## src/rtl/cellguard_pkg.sv

```systemverilog
// Shared constants, types and helpers for the cell protection controller.
// Assumes the cell-count select is two bits wide and counts up from four cells.
package cellguard_pkg;

    localparam int MIN_CELLS = 4;
    localparam int SEL_W     = 2;

    // Sleep sequencer states.
    typedef enum logic {
        PS_AWAKE  = 1'b0,
        PS_ASLEEP = 1'b1
    } ps_state_t;

    // True when cell index idx takes part under select code sel.
    function automatic logic cell_active(input int idx, input logic [SEL_W-1:0] sel);
        return (idx < MIN_CELLS + int'(sel));
    endfunction

endpackage

```

## src/rtl/cg_scan.sv

```systemverilog
// Monitor period generator.
// Counts tick cycles from 0 to PERIOD-1 and flags the tick that opens a period
// and the ticks that close the detect and release windows.
// Assumes 1 <= REL_WIN <= PERIOD, 1 <= DET_WIN <= PERIOD and PERIOD >= 2.
module cg_scan #(
    parameter int PERIOD  = 72,
    parameter int DET_WIN = 32,
    parameter int REL_WIN = 8
) (
    input  logic clk,
    input  logic rst_n,
    input  logic tick,
    output logic win_start,
    output logic det_end,
    output logic rel_end
);
    localparam int CNT_W = $clog2(PERIOD);
    localparam logic [CNT_W-1:0] LAST    = CNT_W'(PERIOD - 1);
    localparam logic [CNT_W-1:0] DET_TOP = CNT_W'(DET_WIN - 1);
    localparam logic [CNT_W-1:0] REL_TOP = CNT_W'(REL_WIN - 1);

    logic [CNT_W-1:0] mon_cnt;

    // Advance the position inside the monitor period on every tick.
    always_ff @(posedge clk) begin
        if (!rst_n) begin
            mon_cnt <= '0;
        end else if (tick) begin
            mon_cnt <= (mon_cnt == LAST) ? '0 : mon_cnt + 1'b1;
        end
    end

    assign win_start = tick && (mon_cnt == '0);
    assign det_end   = tick && (mon_cnt == DET_TOP);
    assign rel_end   = tick && (mon_cnt == REL_TOP);

endmodule

```

## src/rtl/cg_window.sv

```systemverilog
// Window sampler.
// ANDs a flag vector over every tick from the window opening to its closing
// tick, then holds the result until the same window closes in the next period.
// Assumes close only arrives on a tick cycle.
module cg_window #(
    parameter int W = 14
) (
    input  logic         clk,
    input  logic         rst_n,
    input  logic         tick,
    input  logic         open_p,
    input  logic         close_p,
    input  logic [W-1:0] flags,
    output logic [W-1:0] held
);
    logic [W-1:0] acc;

    // Accumulate flags that stayed set since the window opened.
    always_ff @(posedge clk) begin
        if (!rst_n) begin
            acc <= '0;
        end else if (open_p) begin
            acc <= flags;
        end else if (tick) begin
            acc <= acc & flags;
        end
    end

    // Capture the window result when the window closes.
    always_ff @(posedge clk) begin
        if (!rst_n) begin
            held <= '0;
        end else if (close_p) begin
            held <= open_p ? flags : (acc & flags);
        end
    end

endmodule

```

## src/rtl/cg_qual.sv

```systemverilog
// Delay qualifier.
// Counts ticks while cond holds, restarts at zero when cond drops, and reports
// done while cond holds and LIMIT ticks have been counted.
// Assumes LIMIT >= 1.
module cg_qual #(
    parameter int LIMIT = 1024
) (
    input  logic clk,
    input  logic rst_n,
    input  logic tick,
    input  logic cond,
    output logic done
);
    localparam int CNT_W = $clog2(LIMIT + 1);
    localparam logic [CNT_W-1:0] LIM = CNT_W'(LIMIT);

    logic [CNT_W-1:0] cnt;

    // Count qualified ticks, saturating at the limit.
    always_ff @(posedge clk) begin
        if (!rst_n) begin
            cnt <= '0;
        end else if (!cond) begin
            cnt <= '0;
        end else if (tick && (cnt != LIM)) begin
            cnt <= cnt + 1'b1;
        end
    end

    assign done = cond && (cnt == LIM);

endmodule

```

## src/rtl/cg_fault.sv

```systemverilog
// Fault latch with delayed entry and selectable release.
// Sets after the sampled detection has persisted DELAY ticks. Clears when the
// sampled release holds on every cell and, in latch mode, the remove input
// (charger or load present) is low.
// Assumes det_held and rel_held are already masked for inactive cells.
module cg_fault #(
    parameter int N     = 7,
    parameter int DELAY = 1024
) (
    input  logic         clk,
    input  logic         rst_n,
    input  logic         tick,
    input  logic [N-1:0] det_held,
    input  logic [N-1:0] rel_held,
    input  logic         latch_mode,
    input  logic         attached,
    output logic         fault
);
    logic arm_cond;
    logic arm_done;
    logic release_ok;

    assign arm_cond   = (|det_held) && !fault;
    assign release_ok = (&rel_held) && (!latch_mode || !attached);

    cg_qual #(.LIMIT(DELAY)) u_arm (
        .clk   (clk),
        .rst_n (rst_n),
        .tick  (tick),
        .cond  (arm_cond),
        .done  (arm_done)
    );

    // Hold the fault from qualified entry until an allowed release.
    always_ff @(posedge clk) begin
        if (!rst_n) begin
            fault <= 1'b0;
        end else if (!fault && arm_done) begin
            fault <= 1'b1;
        end else if (fault && release_ok) begin
            fault <= 1'b0;
        end
    end

endmodule

```

## src/rtl/cellguard_top.sv

```systemverilog
// Cell voltage protection controller top.
// Samples per-cell comparator flags in monitor windows, qualifies overcharge
// and overdischarge with long delays, drives charge and discharge inhibits,
// runs per-cell balance with hysteresis and sequences the sleep state.
// Assumes all flags are synchronous to clk and that tick_en paces all timing.
module cellguard_top #(
    parameter int MAX_CELLS  = 7,
    parameter int MON_PERIOD = 72,
    parameter int DET_WIN    = 32,
    parameter int REL_WIN    = 8,
    parameter int OV_DELAY   = 1024,
    parameter int UV_DELAY   = 1024,
    parameter int BAL_DELAY  = 256,
    parameter int PS_DELAY   = 2048,
    parameter int WAKE_DELAY = 2
) (
    input  logic                 clk,
    input  logic                 rst_n,
    input  logic                 tick_en,
    input  logic [1:0]           cell_sel,
    input  logic [MAX_CELLS-1:0] ovc_flag,
    input  logic [MAX_CELLS-1:0] ovr_flag,
    input  logic [MAX_CELLS-1:0] uvd_flag,
    input  logic [MAX_CELLS-1:0] uvr_flag,
    input  logic [MAX_CELLS-1:0] bal_flag,
    input  logic [MAX_CELLS-1:0] bal_hold_flag,
    input  logic [MAX_CELLS-1:0] lowv_flag,
    input  logic                 chg_present,
    input  logic                 load_present,
    input  logic                 ov_latch_mode,
    input  logic                 uv_latch_mode,
    input  logic                 zero_v_block,
    output logic                 chg_off,
    output logic                 dsg_off,
    output logic [MAX_CELLS-1:0] bal_en,
    output logic                 psave,
    output logic                 ov_fault,
    output logic                 uv_fault
);
    import cellguard_pkg::*;

    localparam int N = MAX_CELLS;

    logic [N-1:0]   act_mask;
    logic           win_start, det_end, rel_end;
    logic [2*N-1:0] det_in, det_held;
    logic [2*N-1:0] rel_in, rel_held;
    ps_state_t      ps_state;
    logic           ps_cond, ps_done, wake_cond, wake_done;

    // Active-cell mask from the cell-count select.
    generate
        for (genvar i = 0; i < N; i++) begin : g_mask
            assign act_mask[i] = cell_active(i, cell_sel);
        end
    endgenerate

    // Masked detection and release conditions, overcharge in the low half.
    assign det_in = {uvd_flag & act_mask, ovc_flag & act_mask};
    assign rel_in = {~uvr_flag | ~act_mask, ~ovr_flag | ~act_mask};

    cg_scan #(
        .PERIOD  (MON_PERIOD),
        .DET_WIN (DET_WIN),
        .REL_WIN (REL_WIN)
    ) u_scan (
        .clk       (clk),
        .rst_n     (rst_n),
        .tick      (tick_en),
        .win_start (win_start),
        .det_end   (det_end),
        .rel_end   (rel_end)
    );

    cg_window #(.W(2 * N)) u_det_win (
        .clk     (clk),
        .rst_n   (rst_n),
        .tick    (tick_en),
        .open_p  (win_start),
        .close_p (det_end),
        .flags   (det_in),
        .held    (det_held)
    );

    cg_window #(.W(2 * N)) u_rel_win (
        .clk     (clk),
        .rst_n   (rst_n),
        .tick    (tick_en),
        .open_p  (win_start),
        .close_p (rel_end),
        .flags   (rel_in),
        .held    (rel_held)
    );

    cg_fault #(.N(N), .DELAY(OV_DELAY)) u_ov (
        .clk        (clk),
        .rst_n      (rst_n),
        .tick       (tick_en),
        .det_held   (det_held[N-1:0]),
        .rel_held   (rel_held[N-1:0]),
        .latch_mode (ov_latch_mode),
        .attached   (chg_present),
        .fault      (ov_fault)
    );

    cg_fault #(.N(N), .DELAY(UV_DELAY)) u_uv (
        .clk        (clk),
        .rst_n      (rst_n),
        .tick       (tick_en),
        .det_held   (det_held[2*N-1:N]),
        .rel_held   (rel_held[2*N-1:N]),
        .latch_mode (uv_latch_mode),
        .attached   (load_present),
        .fault      (uv_fault)
    );

    // Per-cell balance: delayed entry, release on the lower hold level.
    generate
        for (genvar i = 0; i < N; i++) begin : g_bal
            logic arm;
            logic armed;
            logic en_r;

            assign arm = bal_flag[i] && act_mask[i];

            cg_qual #(.LIMIT(BAL_DELAY)) u_bal_q (
                .clk   (clk),
                .rst_n (rst_n),
                .tick  (tick_en),
                .cond  (arm),
                .done  (armed)
            );

            // Set after the balance delay, drop below the hold level or when unused.
            always_ff @(posedge clk) begin
                if (!rst_n) begin
                    en_r <= 1'b0;
                end else if (!act_mask[i] || !bal_hold_flag[i]) begin
                    en_r <= 1'b0;
                end else if (armed) begin
                    en_r <= 1'b1;
                end
            end

            assign bal_en[i] = en_r;
        end
    endgenerate

    // Sleep entry and wake conditions.
    assign ps_cond   = uv_fault && !chg_present && (|(uvr_flag & act_mask))
                       && (ps_state == PS_AWAKE);
    assign wake_cond = (ps_state == PS_ASLEEP) && chg_present;

    cg_qual #(.LIMIT(PS_DELAY)) u_ps_q (
        .clk   (clk),
        .rst_n (rst_n),
        .tick  (tick_en),
        .cond  (ps_cond),
        .done  (ps_done)
    );

    cg_qual #(.LIMIT(WAKE_DELAY)) u_wake_q (
        .clk   (clk),
        .rst_n (rst_n),
        .tick  (tick_en),
        .cond  (wake_cond),
        .done  (wake_done)
    );

    // Sleep sequencer: enter after the sleep delay, leave after a qualified wake.
    always_ff @(posedge clk) begin
        if (!rst_n) begin
            ps_state <= PS_AWAKE;
        end else begin
            case (ps_state)
                PS_AWAKE:  if (ps_done)   ps_state <= PS_ASLEEP;
                PS_ASLEEP: if (wake_done) ps_state <= PS_AWAKE;
                default:   ps_state <= PS_AWAKE;
            endcase
        end
    end

    assign psave   = (ps_state == PS_ASLEEP);
    assign chg_off = ov_fault || (zero_v_block && (|(lowv_flag & act_mask)));
    assign dsg_off = uv_fault || psave;

endmodule

```

## config.mk

```make
export PLATFORM = sky130hd
export DESIGN_NAME = cellguard_top
export DESIGN_NICKNAME = d
export VERILOG_FILES = /design/src/rtl/cellguard_pkg.sv /design/src/rtl/cg_scan.sv /design/src/rtl/cg_window.sv /design/src/rtl/cg_qual.sv /design/src/rtl/cg_fault.sv /design/src/rtl/cellguard_top.sv
export SDC_FILE = /design/constraint.sdc
export NUM_CORES = 1
export LEC_CHECK = 0
export ABC_CLOCK_PERIOD_IN_PS = 2110
export BUFFER_PORTS_ARGS = -buffer_cell sky130_fd_sc_hd__buf_2
export CAP_MARGIN = 20
export CORE_ASPECT_RATIO = 0.5
export CORE_MARGIN = 2
export CORE_UTILIZATION = 30
export DETAILED_ROUTE_END_ITERATION = 8
export SYNTH_ARGS = -nofsm -noshare
export SYNTH_HDL_FRONTEND = slang
export SYNTH_SLANG_ARGS = --single-unit
```

## constraint.sdc

```tcl
create_clock -name clk -period 2.11 [get_ports clk]
set_input_delay 0.422 -clock clk [delete_from_list [all_inputs] [get_ports clk]]
set_output_delay 0.422 -clock clk [all_outputs]
set_load 0.01 [all_outputs]
```

==> flow_metrics.py, run 1 <==
metrics = {
    "global_routing": {
        "grt_usage_pct": 13.0,
        "grt_max_degree": 43,
        "grt_pass1_vias": 5909,
        "antenna_found_initial": 2,
        "grt-ovfl-total": 0,
        "grt_pass1_wl_um": 28400,
    },
    "cells_and_area": {
        "area_delta_synth_final_pct": 17.0,
        "diodes": 0,
        "nNetsFinal": 1011,
        "stdcell_area_sq_um": 8870,
        "utilization_pct": 35.4,
        "filler_cell_count": 2578,
        "drive_above_1_share_pct": 15.3,
        "multi_input_area_sq_um": 3800,
        "regArea_sq_um": 3440,
    },
    "clock_tree": {
        "cts_hold_buf": 0,
        "clk_path_buf_depth": 2,
        "h-tree-depth": 4,
        "cts-resized-gates": 0,
        "cts_tree": "done",
        "cts_sinks": 172,
        "cts_root_buf": "clkbuf_16",
        "clkTransAtPathRegs_ns": 0.07,
        "worstSkewPairLatency_ns": 0.43,
        "cts_buffers": 17,
        "post_cts_buffers": 0,
    },
    "placed_design": {
        "dp_slack_ns": 0.228,
        "gp_congestion": 0.781,
        "port_buffers": 70,
        "dp_hpwl_um": 12300,
        "dpl_cell_area_sq_um": 8300,
    },
    "die": {
        "die_area_sq_um": 26600,
        "chipWidth_um": 229,
        "core_sq_um": 25000,
        "num_rows": 41,
        "initial_utilization_pct": 30.3,
        "io_pins": 71,
        "fp.dieH_um": 116,
    },
    "synth": {
        "async_flop_share_pct": 0,
        "ys_seq_elements": 172,
        "synth_area_sq_um": 7580,
        "syn_inst": 861,
        "ys_seq_area_share_pct": 45.4,
        "netlist-cell-type-count": 49,
        "avgSynthCellArea_sq_um": 8.81,
        "syn_nets": 943,
        "yosys_most_used_dff": "dfxtp_1",
        "yosysWarningCount": 0,
        "synth_edf_count": 0,
    },
    "route": {
        "vias": 6288,
        "routed_wl_um": 17100,
        "drc": 0,
        "dr.pass1.iters": 4,
        "via_per_inst": 4.89,
        "antenna_left": 0,
        "routedWlPerCell_um": 13.3,
        "drtIter0Drc": 420,
    },
    "worst_setup_path": {
        "cp.required_ns": 2.41,
        "startpoint_type": "flip-flop",
        "slowest_stage": "or4_1",
        "cp_max_fo": 11,
        "critPathMaxStageDelay_ns": 0.51,
        "worstSetupEndpointType": "flip-flop",
        "arrival_ns": 2.05,
        "critPathKind": "flip-flop to flip-flop",
        "path_cells": "or4_1 > nor4_1 > or3_1 > nor2_1",
    },
    "timing": {
        "tns_ns": 0,
        "fmax_mhz": 572,
        "hold_viol": 0,
        "whs_ns": 0.191,
        "skew_ns": 0.00773,
        "fin_crit_sh_pct": 82.9,
        "maxSlewViolCount": 0,
        "layout_min_cycle_time_ns": 1.75,
        "relSlewSlack_pct": 53.6,
        "worstMarginPinSlew_ns": 0.695,
        "setup_viol_count_final": 0,
        "rsz0062_at_grt": "no",
        "worst_slack_ns": 0.360,
    },
    "flow_run": {
        "max_cap_viol_count": 0,
    },
    "power": {
        "seqPwrFrac_pct": 49.3,
        "intPower_uw": 5170,
        "cellPowerDensity_nw_per_um2": 762,
        "power.share.combinational_pct": 6.0,
        "vdd_drop_max_uv": 614,
        "p_sw_share_pct": 23.6,
        "p_leak_uw": 0.00314,
        "clkPwrFrac_pct": 44.7,
        "p_sw_uw": 1590,
    },
    "status": {
        "status": "finished clean",
    },
    "worst_hold_path": {
        "hp-class": "input pin to flip-flop",
    },
}
## per-stage QoR
stage,power [uW],cells
after floorplan,3660,861
after global placement,3800,1254
after detailed placement,3810,1254
after CTS,6850,1286
after global routing,7040,1286
final,6760,1286
## layout by cell type (no fill, tap or decap), types with 2 or more instances in the layout
cell,count
nor4b_1,4
and3_1,9
o21ai_2,2
and4_1,6
a41oi_1,4
or4b_1,2
clkinvlp_4,6
a31oi_1,3
clkbuf_8,2
nand2_1,79
clkinv_4,2
a211oi_1,16
ha_1,23
or4b_2,2
o31ai_1,15
o21ai_1,3
o221a_2,14
a21oi_1,36
or4bb_1,2
inv_1,31
buf_4,19
xnor2_1,29
mux2i_1,12
o211ai_1,8
dfxtp_1,172
buf_2,70
nor3_1,12
and2_1,2
inv_6,2
o21ai_0,54
or3_1,23
clkbuf_16,17
nand4_1,43
nor4_1,12
nor2_1,117
xor2_1,39
nand3_1,28
or4_1,5
## area by class of cell
class / instances / area share, %
Clock buffer: 20 / 5.15
Tap cell: 344 / 4.85
Inverter: 31 / 1.31
Timing Repair Buffer: 90 / 5.78
Multi-Input combinational cell: 617 / 42.8
Clock inverter: 12 / 1.30
Sequential cell: 172 / 38.8
## registers in the layout (all words and copies together) (netlist names), 2 cells and up
register,count
g_bal.en_r,7
g_bal.u_bal_q.cnt,63
u_det_win.acc,14
u_det_win.held,14
u_ov.u_arm.cnt,11
u_ps_q.cnt,12
u_rel_win.acc,14
u_rel_win.held,14
u_scan.mon_cnt,7
u_uv.u_arm.cnt,11
u_wake_q.cnt,2
## power by group through the flow
stage          Combinational (uW)  Sequential, uW  Clock, uW
3_5_place_dp                  404            3410          0
3_3_place_gp                  395            3410          0
6_report                      403            3340       3020
2_1_floorplan                 255            3400          0
4_1_cts                       406            3330       3110
5_1_grt                       450            3340       3250
## cells in the mapped netlist, drive strengths merged, types with 2 or more instances
cell type / count / area, sq um
ha: 23 / 288
or4b: 4 / 40.0
and3: 9 / 56.3
nor4b: 4 / 35.0
dfxtp: 172 / 3440
clkbuf: 16 / 60.1
o31ai: 15 / 113
inv: 31 / 116
or3: 24 / 151
nor3: 12 / 60.1
xnor2: 29 / 254
xor2: 39 / 342
o211ai: 8 / 60.1
o21ai: 59 / 303
buf: 25 / 165
o221a: 14 / 158
or4: 6 / 48.8
or4bb: 2 / 22.5
a21oi: 36 / 180
a211oi: 16 / 120
a31oi: 3 / 18.8
nand2: 80 / 303
nand4: 43 / 269
mux2i: 12 / 120
nor2: 117 / 439
and4: 6 / 52.6
nand3: 28 / 140
nor4: 12 / 75.1
and2: 2 / 12.5
a41oi: 4 / 35.0
## worst max-delay path, delay by kind of cell (launching register included)
| kind | cells | cell delay (ns) |
|---|---|---|
| DFF | 1 | 0.31 |
| and+or+nand+nor | 4 | 1.30 |
## path summary, 6_finish.rpt
path	startpoint	slack, ns	end	cells after the start
worst max-delay path	u_det_win.held[10]	0.36	u_uv.u_arm.cnt[6]	4
worst min-delay path	ovr_flag[1]	0.19	u_rel_win.acc[1]	2
worst max register to register	u_det_win.held[10]	0.36	u_uv.u_arm.cnt[6]	4
worst min register to register	u_det_win.held[12]	0.45	u_det_win.held[12]	2
## routing by layer
metal / share of wire (%) / track usage [%]
met5: 0.076 / 0
met4: 1.2 / 4.46
met3: 2.9 / 2.81
met2: 47 / 22.3
met1: 49 / 16.3
## kinds of logic (layout without fill, tap and decap cells)
group,count (synthesis),after routing,share of synthesized area (%)
mux,12,12,1.58
flops,172,172,45.4
simple gates,351,351,22.7
buf+inv,72,153,4.50
compound gates,163,163,14.1
xor+xnor,68,68,7.85
fa+ha+maj,23,23,3.79
Power figures use the tool's default switching activity.
==> run 2, diff against run 1 <==
--- a/config.mk
+++ b/config.mk
@@ -5,7 +5,7 @@
 export SDC_FILE = /design/constraint.sdc
 export NUM_CORES = 1
 export LEC_CHECK = 0
-export ABC_CLOCK_PERIOD_IN_PS = 2110
+export ABC_CLOCK_PERIOD_IN_PS = 1700
 export BUFFER_PORTS_ARGS = -buffer_cell sky130_fd_sc_hd__buf_2
 export CAP_MARGIN = 20
 export CORE_ASPECT_RATIO = 0.5
==> constraint.sdc (replaced) <==
create_clock -name clk -period 1.7 [get_ports clk]
set_input_delay 0.34 -clock clk [delete_from_list [all_inputs] [get_ports clk]]
set_output_delay 0.34 -clock clk [all_outputs]
set_load 0.01 [all_outputs]
==> run 2 against run 1 <==
Count of clock-buffer cells in the layout increased by 2. Maximum frequency increased by 7.6%. Die area unchanged. Setup slack got worse by 0.29 ns. Sequential cell count unchanged. Via count increased by 0.60%. Hold slack got worse by 0.087 ns. Register-to-register slack got worse by 0.29 ns. Combinational power increased by 28%. Non-clock buffer count increased by 13. Cell count increased by 1.0%. Global-route usage about the same. Highest routed layer is now met4.
==> flow_metrics.py, run 2 (same netlist as run 1, synthesis figures left out) <==
metrics = {
    "worst_setup_path": {
        "r2r_cells": 6,
        "slowest_stage": "or4b_4",
        "arrival_ns": 1.94,
        "worstSetupEndpointType": "flip-flop",
        "cp_max_fo": 3,
        "reg2reg_from": "g_bal[1].u_bal_q.cnt[0]",
        "path_cells": "inv_1 > ha_1 > or4b_4 > o21ai_2 > mux2i_1 > nor2_1",
        "rrSetupSlack_ns": 0.07,
        "critPathKind": "flip-flop to flip-flop",
        "cp.required_ns": 2.01,
        "rr_endpoint": "g_bal[1].u_bal_q.cnt[1]",
        "critPathMaxStageDelay_ns": 0.48,
        "startpoint_type": "flip-flop",
    },
    "route": {
        "vias": 6326,
        "dr.pass1.iters": 5,
        "antenna_left": 0,
        "drtIter0Drc": 343,
        "drc": 0,
        "routed_wl_um": 17000,
        "routedWlPerCell_um": 13.1,
        "via_per_inst": 4.87,
    },
    "worst_hold_path": {
        "min-delay-start": "ovr_flag[0]",
        "hp-class": "input pin to flip-flop",
        "whs_path_depth": 2,
        "hold_path_end": "u_rel_win.acc[0]",
    },
    "timing": {
        "fin_crit_sh_pct": 95.6,
        "rsz0062_at_grt": "yes",
        "skew_ns": 0.0103,
        "setup_viol_count_final": 0,
        "tns_ns": 0,
        "hold_viol": 0,
        "worst_slack_ns": 0.0744,
        "worstMarginPinSlew_ns": 0.474,
        "relSlewSlack_pct": 67.9,
        "fmax_mhz": 615,
        "layout_min_cycle_time_ns": 1.63,
        "maxSlewViolCount": 0,
    },
    "die": {
        "io_pins": 71,
        "initial_utilization_pct": 30.3,
        "num_rows": 41,
        "die_area_sq_um": 26600,
        "core_sq_um": 25000,
        "fp.dieH_um": 116,
        "chipWidth_um": 229,
    },
    "clock_tree": {
        "cts_buffers": 17,
        "cts_sinks": 172,
        "cts_tree": "done",
        "worstSkewPairLatency_ns": 0.44,
        "cts_hold_buf": 0,
        "h-tree-depth": 4,
        "cts_root_buf": "clkbuf_16",
        "post_cts_buffers": 0,
        "clk_path_buf_depth": 2,
        "clkTransAtPathRegs_ns": 0.06,
    },
    "power": {
        "seqPwrFrac_pct": 47.0,
        "p_sw_share_pct": 22.1,
        "clkPwrFrac_pct": 47.2,
        "vdd_drop_max_uv": 719,
        "cellPowerDensity_nw_per_um2": 965,
        "p_leak_uw": 0.00328,
        "intPower_uw": 6860,
        "power.share.combinational_pct": 5.9,
        "p_sw_uw": 1950,
    },
    "cells_and_area": {
        "final_common_cell": "dfxtp_1",
        "largest_register": "g_bal.u_bal_q.cnt",
        "filler_cell_count": 2583,
        "drive_above_1_share_pct": 17.6,
        "layout_common_cells": "dfxtp_1 (170), nor2_1 (117), nand2_1 (79), buf_2 (70), o21ai_0 (54)",
        "area_delta_synth_final_pct": 20.4,
        "diodes": 0,
        "multi_input_area_sq_um": 3860,
        "largest_reg_flops": 63,
        "nNetsFinal": 1024,
        "regArea_sq_um": 3450,
    },
    "global_routing": {
        "grt_max_degree": 43,
        "grt_pass1_vias": 5853,
        "use_met2_pct": 21.5,
        "use_met1_pct": 16.7,
        "antenna_found_initial": 0,
        "use_met3_pct": 3.03,
        "grt-busiest-layer": "met2",
        "grt-ovfl-total": 0,
        "grt_pass1_wl_um": 28200,
        "grt_usage_pct": 13.0,
    },
    "placed_design": {
        "dp_hpwl_um": 12200,
        "dp_slack_ns": -0.0771,
        "gp_congestion": 0.831,
        "port_buffers": 70,
    },
    "status": {
        "status": "finished clean",
    },
    "flow_run": {
        "max_cap_viol_count": 0,
    },
}
==> run 2: worst max-delay path, delay by kind of cell (launching register included) <==
family	cells	cell delay (ns)
simple gates	2	0.53
flops	1	0.33
mux	1	0.20
compound gates	1	0.18
fa+ha+maj	1	0.17
buf+inv	1	0.09
==> run 2: final cells by class <==
| cell class | count | area share, % |
|---|---|---|
| flip-flops and latches | 172 | 37.7 |
| clock inverters | 10 | 1.80 |
| well taps | 344 | 4.71 |
| repair buffers | 103 | 7.10 |
| multi-input cells | 617 | 42.3 |
| clock buffers | 22 | 5.08 |
| inverters | 31 | 1.27 |
==> run 2: metal layers <==
metal  vias up  wire length (um)
li1       3223                 -
met5         -                 0
met3        24               576
met4         0               259
met2        79              7770
met1      3000              8440
==> run 2: worst max path at each step <==
stage / startpoint / to / slack [ns] / cells after the start
2_1_floorplan: g_bal[6].u_bal_q.cnt[0] / g_bal[6].u_bal_q.cnt[1] / 0.09 / 6
3_3_place_gp: g_bal[6].u_bal_q.cnt[0] / g_bal[6].u_bal_q.cnt[1] / 0.03 / 6
3_5_place_dp: tick_en / g_bal[3].u_bal_q.cnt[7] / -0.08 / 5
4_1_cts: g_bal[1].u_bal_q.cnt[0] / g_bal[1].u_bal_q.cnt[1] / 0.01 / 6
5_1_grt: g_bal[0].u_bal_q.cnt[0] / g_bal[0].u_bal_q.cnt[2] / -0.02 / 6
6_report: g_bal[1].u_bal_q.cnt[0] / g_bal[1].u_bal_q.cnt[1] / 0.07 / 6
==> run 2: stage by stage <==
| step | hold WS (ns) | total power (uW) | utilization [%] | cell area (sq um) | instances |
|---|---|---|---|---|---|
| after floorplan | 0.416 | 4540 | - | 7580 | 861 |
| after global placement | 0.432 | 4730 | 33.7 | 8440 | 1267 |
| after detailed placement | 0.444 | 4740 | 33.7 | 8440 | 1267 |
| after CTS | 0.0862 | 8900 | 36.2 | 9070 | 1299 |
| after global routing | 0.0907 | 9140 | 36.5 | 9130 | 1299 |
| final | 0.104 | 8810 | 36.5 | 9130 | 1299 |
==> run 2: power by group through the flow <==
stage	sequential (uW)	clock, uW	combinational (uW)
2_1_floorplan	4220	0	316
3_3_place_gp	4230	0	501
3_5_place_dp	4230	0	509
4_1_cts	4140	4250	512
5_1_grt	4140	4420	575
6_report	4140	4150	515
==> run 2: timing repair <==
| item | CTS | global route |
|---|---|---|
| endpoints found under the setup margin | 1 | 37 |
| hold endpoints to repair | 0 | 0 |
| resized for setup | 1 | 16 |
| pin swaps | 0 | 7 |
==> run 3, diff against run 2 <==
--- a/config.mk
+++ b/config.mk
@@ -5,6 +5,7 @@
 export SDC_FILE = /design/constraint.sdc
 export NUM_CORES = 1
 export LEC_CHECK = 0
+export ABC_AREA = 1
 export ABC_CLOCK_PERIOD_IN_PS = 1700
 export BUFFER_PORTS_ARGS = -buffer_cell sky130_fd_sc_hd__buf_2
 export CAP_MARGIN = 20
==> run 3 against run 2 <==
Sequential cell count unchanged. Setup slack better by 0.036 ns. Clock power down 5.3%. Wire length up 20%. Count of clock-buffer cells in the layout down 3. Non-clock buffer count down 11. Critical path depth down 4. Combinational power up 14%. Clock skew down 0.0019 ns. Core utilization down 0.92 points. Largest power group is now registers. Highest routed layer unchanged.
==> flow_metrics.py, run 3 <==
metrics = {
    "worst_setup_path": {
        "critPathMaxStageDelay_ns": 0.38,
        "path_cells": "or2_2 > buf_2",
        "reg2reg_from": "u_scan.mon_cnt[1]",
        "cp_max_fo": 6,
        "arrival_ns": 1.25,
        "r2r_cells": 6,
        "rr_endpoint": "u_det_win.held[13]",
        "slowest_stage": "dfxtp_1",
        "cp.required_ns": 1.36,
        "worstSetupEndpointType": "primary output",
        "rrSetupSlack_ns": 0.12,
        "critPathKind": "flip-flop to primary output",
        "startpoint_type": "flip-flop",
    },
    "synth": {
        "synth.most_common_cell": "nand2_1",
        "avgSynthCellArea_sq_um": 6.77,
        "async_flop_share_pct": 0,
        "synth-compound-area-share_pct": 13.7,
        "ys_seq_elements": 172,
        "synth_top_area_share_pct": 38.4,
        "synth_area_leaders": "dfxtp_1 (38%), nand2_1 (16%), nor2_1 (7.8%)",
        "synth_edf_count": 0,
        "syn_nets": 1408,
        "synthSimpleGateAreaFrac_pct": 32.2,
        "ys_seq_area_share_pct": 38.4,
        "netlist-cell-type-count": 42,
        "muxShareOfSynthArea_pct": 0,
        "syn_inst": 1326,
        "synth_area_sq_um": 8970,
        "synth_top_area_cell": "dfxtp_1",
        "yosys_most_used_dff": "dfxtp_1",
        "synth_top_family_by_area": "simple AND/OR/NAND/NOR gates",
        "synth-adder-area-share_pct": 3.21,
        "yosys.area_share.xor_xnor_pct": 3.61,
        "ys_top_cells_by_count": "nand2_1 (373), nor2_1 (186), dfxtp_1 (172)",
        "yosysWarningCount": 0,
    },
    "clock_tree": {
        "cts-resized-gates": 0,
        "cts_sinks": 172,
        "clkTransAtPathRegs_ns": 0.07,
        "h-tree-depth": 4,
        "clk_path_buf_depth": 2,
        "post_cts_buffers": 0,
        "cts_root_buf": "clkbuf_16",
        "worstSkewPairLatency_ns": 0.43,
        "cts_hold_buf": 0,
        "cts_tree": "done",
        "cts_buffers": 17,
    },
    "placed_design": {
        "gp_congestion": 0.786,
        "port_buffers": 70,
        "dp_hpwl_um": 14500,
    },
    "power": {
        "cellPowerDensity_nw_per_um2": 832,
        "p_leak_uw": 0.00434,
        "vdd_drop_max_uv": 493,
    },
    "status": {
        "status": "finished clean",
    },
    "timing": {
        "tns_ns": 0,
        "rsz0062_at_grt": "no",
        "skew_ns": 0.00847,
        "fmax_mhz": 629,
        "relSlewSlack_pct": 60.7,
        "layout_min_cycle_time_ns": 1.59,
        "maxSlewViolCount": 0,
        "worstMarginPinSlew_ns": 0.583,
        "hold_viol": 0,
        "fin_crit_sh_pct": 93.5,
        "setup_viol_count_final": 0,
    },
    "route": {
        "drc": 0,
        "vias": 8125,
        "antenna_left": 0,
        "routed_wl_um": 20400,
        "via_per_inst": 4.50,
        "routedWlPerCell_um": 11.3,
        "dr.pass1.iters": 5,
        "drtIter0Drc": 400,
    },
    "cells_and_area": {
        "largest_register": "g_bal.u_bal_q.cnt",
        "regArea_sq_um": 3440,
        "largest_reg_flops": 63,
        "final_common_cell": "nand2_1",
        "filler_cell_count": 3116,
        "utilization_pct": 35.5,
        "area_delta_synth_final_pct": 15.8,
        "multi_input_area_sq_um": 4760,
        "drive_above_1_share_pct": 11.9,
        "nNetsFinal": 1482,
        "layout_common_cells": "nand2_1 (371), nor2_1 (186), dfxtp_1 (172), inv_1 (141), a21oi_1 (127)",
    },
    "die": {
        "chipWidth_um": 249,
        "fp.dieH_um": 126,
        "core_sq_um": 29200,
        "num_rows": 44,
        "die_area_sq_um": 31400,
        "io_pins": 71,
        "initial_utilization_pct": 30.7,
    },
    "global_routing": {
        "grt_usage_pct": 13.3,
        "grt_max_degree": 29,
        "grt-ovfl-total": 0,
        "grt_pass1_wl_um": 35200,
        "grt_pass1_vias": 7687,
        "antenna_found_initial": 1,
    },
    "worst_hold_path": {
        "hold_path_end": "u_rel_win.acc[2]",
        "whs_path_depth": 2,
        "min-delay-start": "ovr_flag[2]",
        "hp-class": "input pin to flip-flop",
    },
    "flow_run": {
        "max_cap_viol_count": 0,
    },
}
-- run 3: worst max path at each step --
stage	from	end	slack (ns)	depth (start not counted)
after detailed placement	u_ps_q.cnt[0]	u_ps_q.cnt[8]	0.12	7
final	u_uv.fault	dsg_off	0.11	2
after global placement	rst_n	g_bal[6].u_bal_q.cnt[5]	0.12	6
after floorplan	cell_sel[1]	chg_off	0.33	7
after global routing	g_bal[3].u_bal_q.cnt[0]	g_bal[3].u_bal_q.cnt[8]	0.005	7
after CTS	u_uv.fault	dsg_off	0.08	2
-- run 3: through the flow --
step	instance area (sq um)	setup WS, ns	total power [uW]	hold WS (ns)	cells
6_report	10400	0.111	8650	0.0938	1805
5_1_grt	10400	0.00463	8990	0.0832	1804
4_1_cts	10400	0.0799	8760	0.0716	1803
3_5_place_dp	9760	0.117	4810	0.436	1771
3_3_place_gp	9760	0.122	4810	0.437	1771
2_1_floorplan	8970	0.334	4600	0.426	1326
-- run 3: layer usage --
layer  wire [um]  part of all wire (%)  GRT usage, %
met5           0                     0             0
met2        9550                    47          23.4
met1       10300                    50          16.8
met3         416                   2.0          2.58
met4         184                  0.90          3.53
-- run 3: where the power goes --
part           leakage (uW)  internal [uW]  switching, uW
clock              0.000289           2250           1680
combinational       0.00266            224            362
sequential          0.00139           4100           33.0
total               0.00434           6570           2070
-- run 3: cell families (layout without fill, tap and decap cells) --
family | count (synthesis) | in the layout
other | 0 | 1
AO/OA/AOI/OAI | 221 | 221
flip-flops | 172 | 172
adder cells (fa/ha/maj) | 23 | 23
AND/OR/NAND/NOR | 686 | 687
buffers and inverters | 187 | 273
XOR/XNOR | 37 | 37
-- run 3: critical path, delay by kind of cell (launching register included) --
kind	cells	cell delay (ns)
buffers and inverters	1	0.14
DFF	1	0.38
and+or+nand+nor	1	0.31
-- run 3: layout make-up --
cell class / instances / area share, %
Multi-Input combinational cell: 968 / 45.8
Sequential cell: 172 / 33.1
Inverter: 149 / 5.38
Timing Repair Buffer: 92 / 5.20
Tap cell: 391 / 4.71
Clock buffer: 19 / 4.36
Clock inverter: 13 / 1.37
Antenna cell: 1 / 0.0241
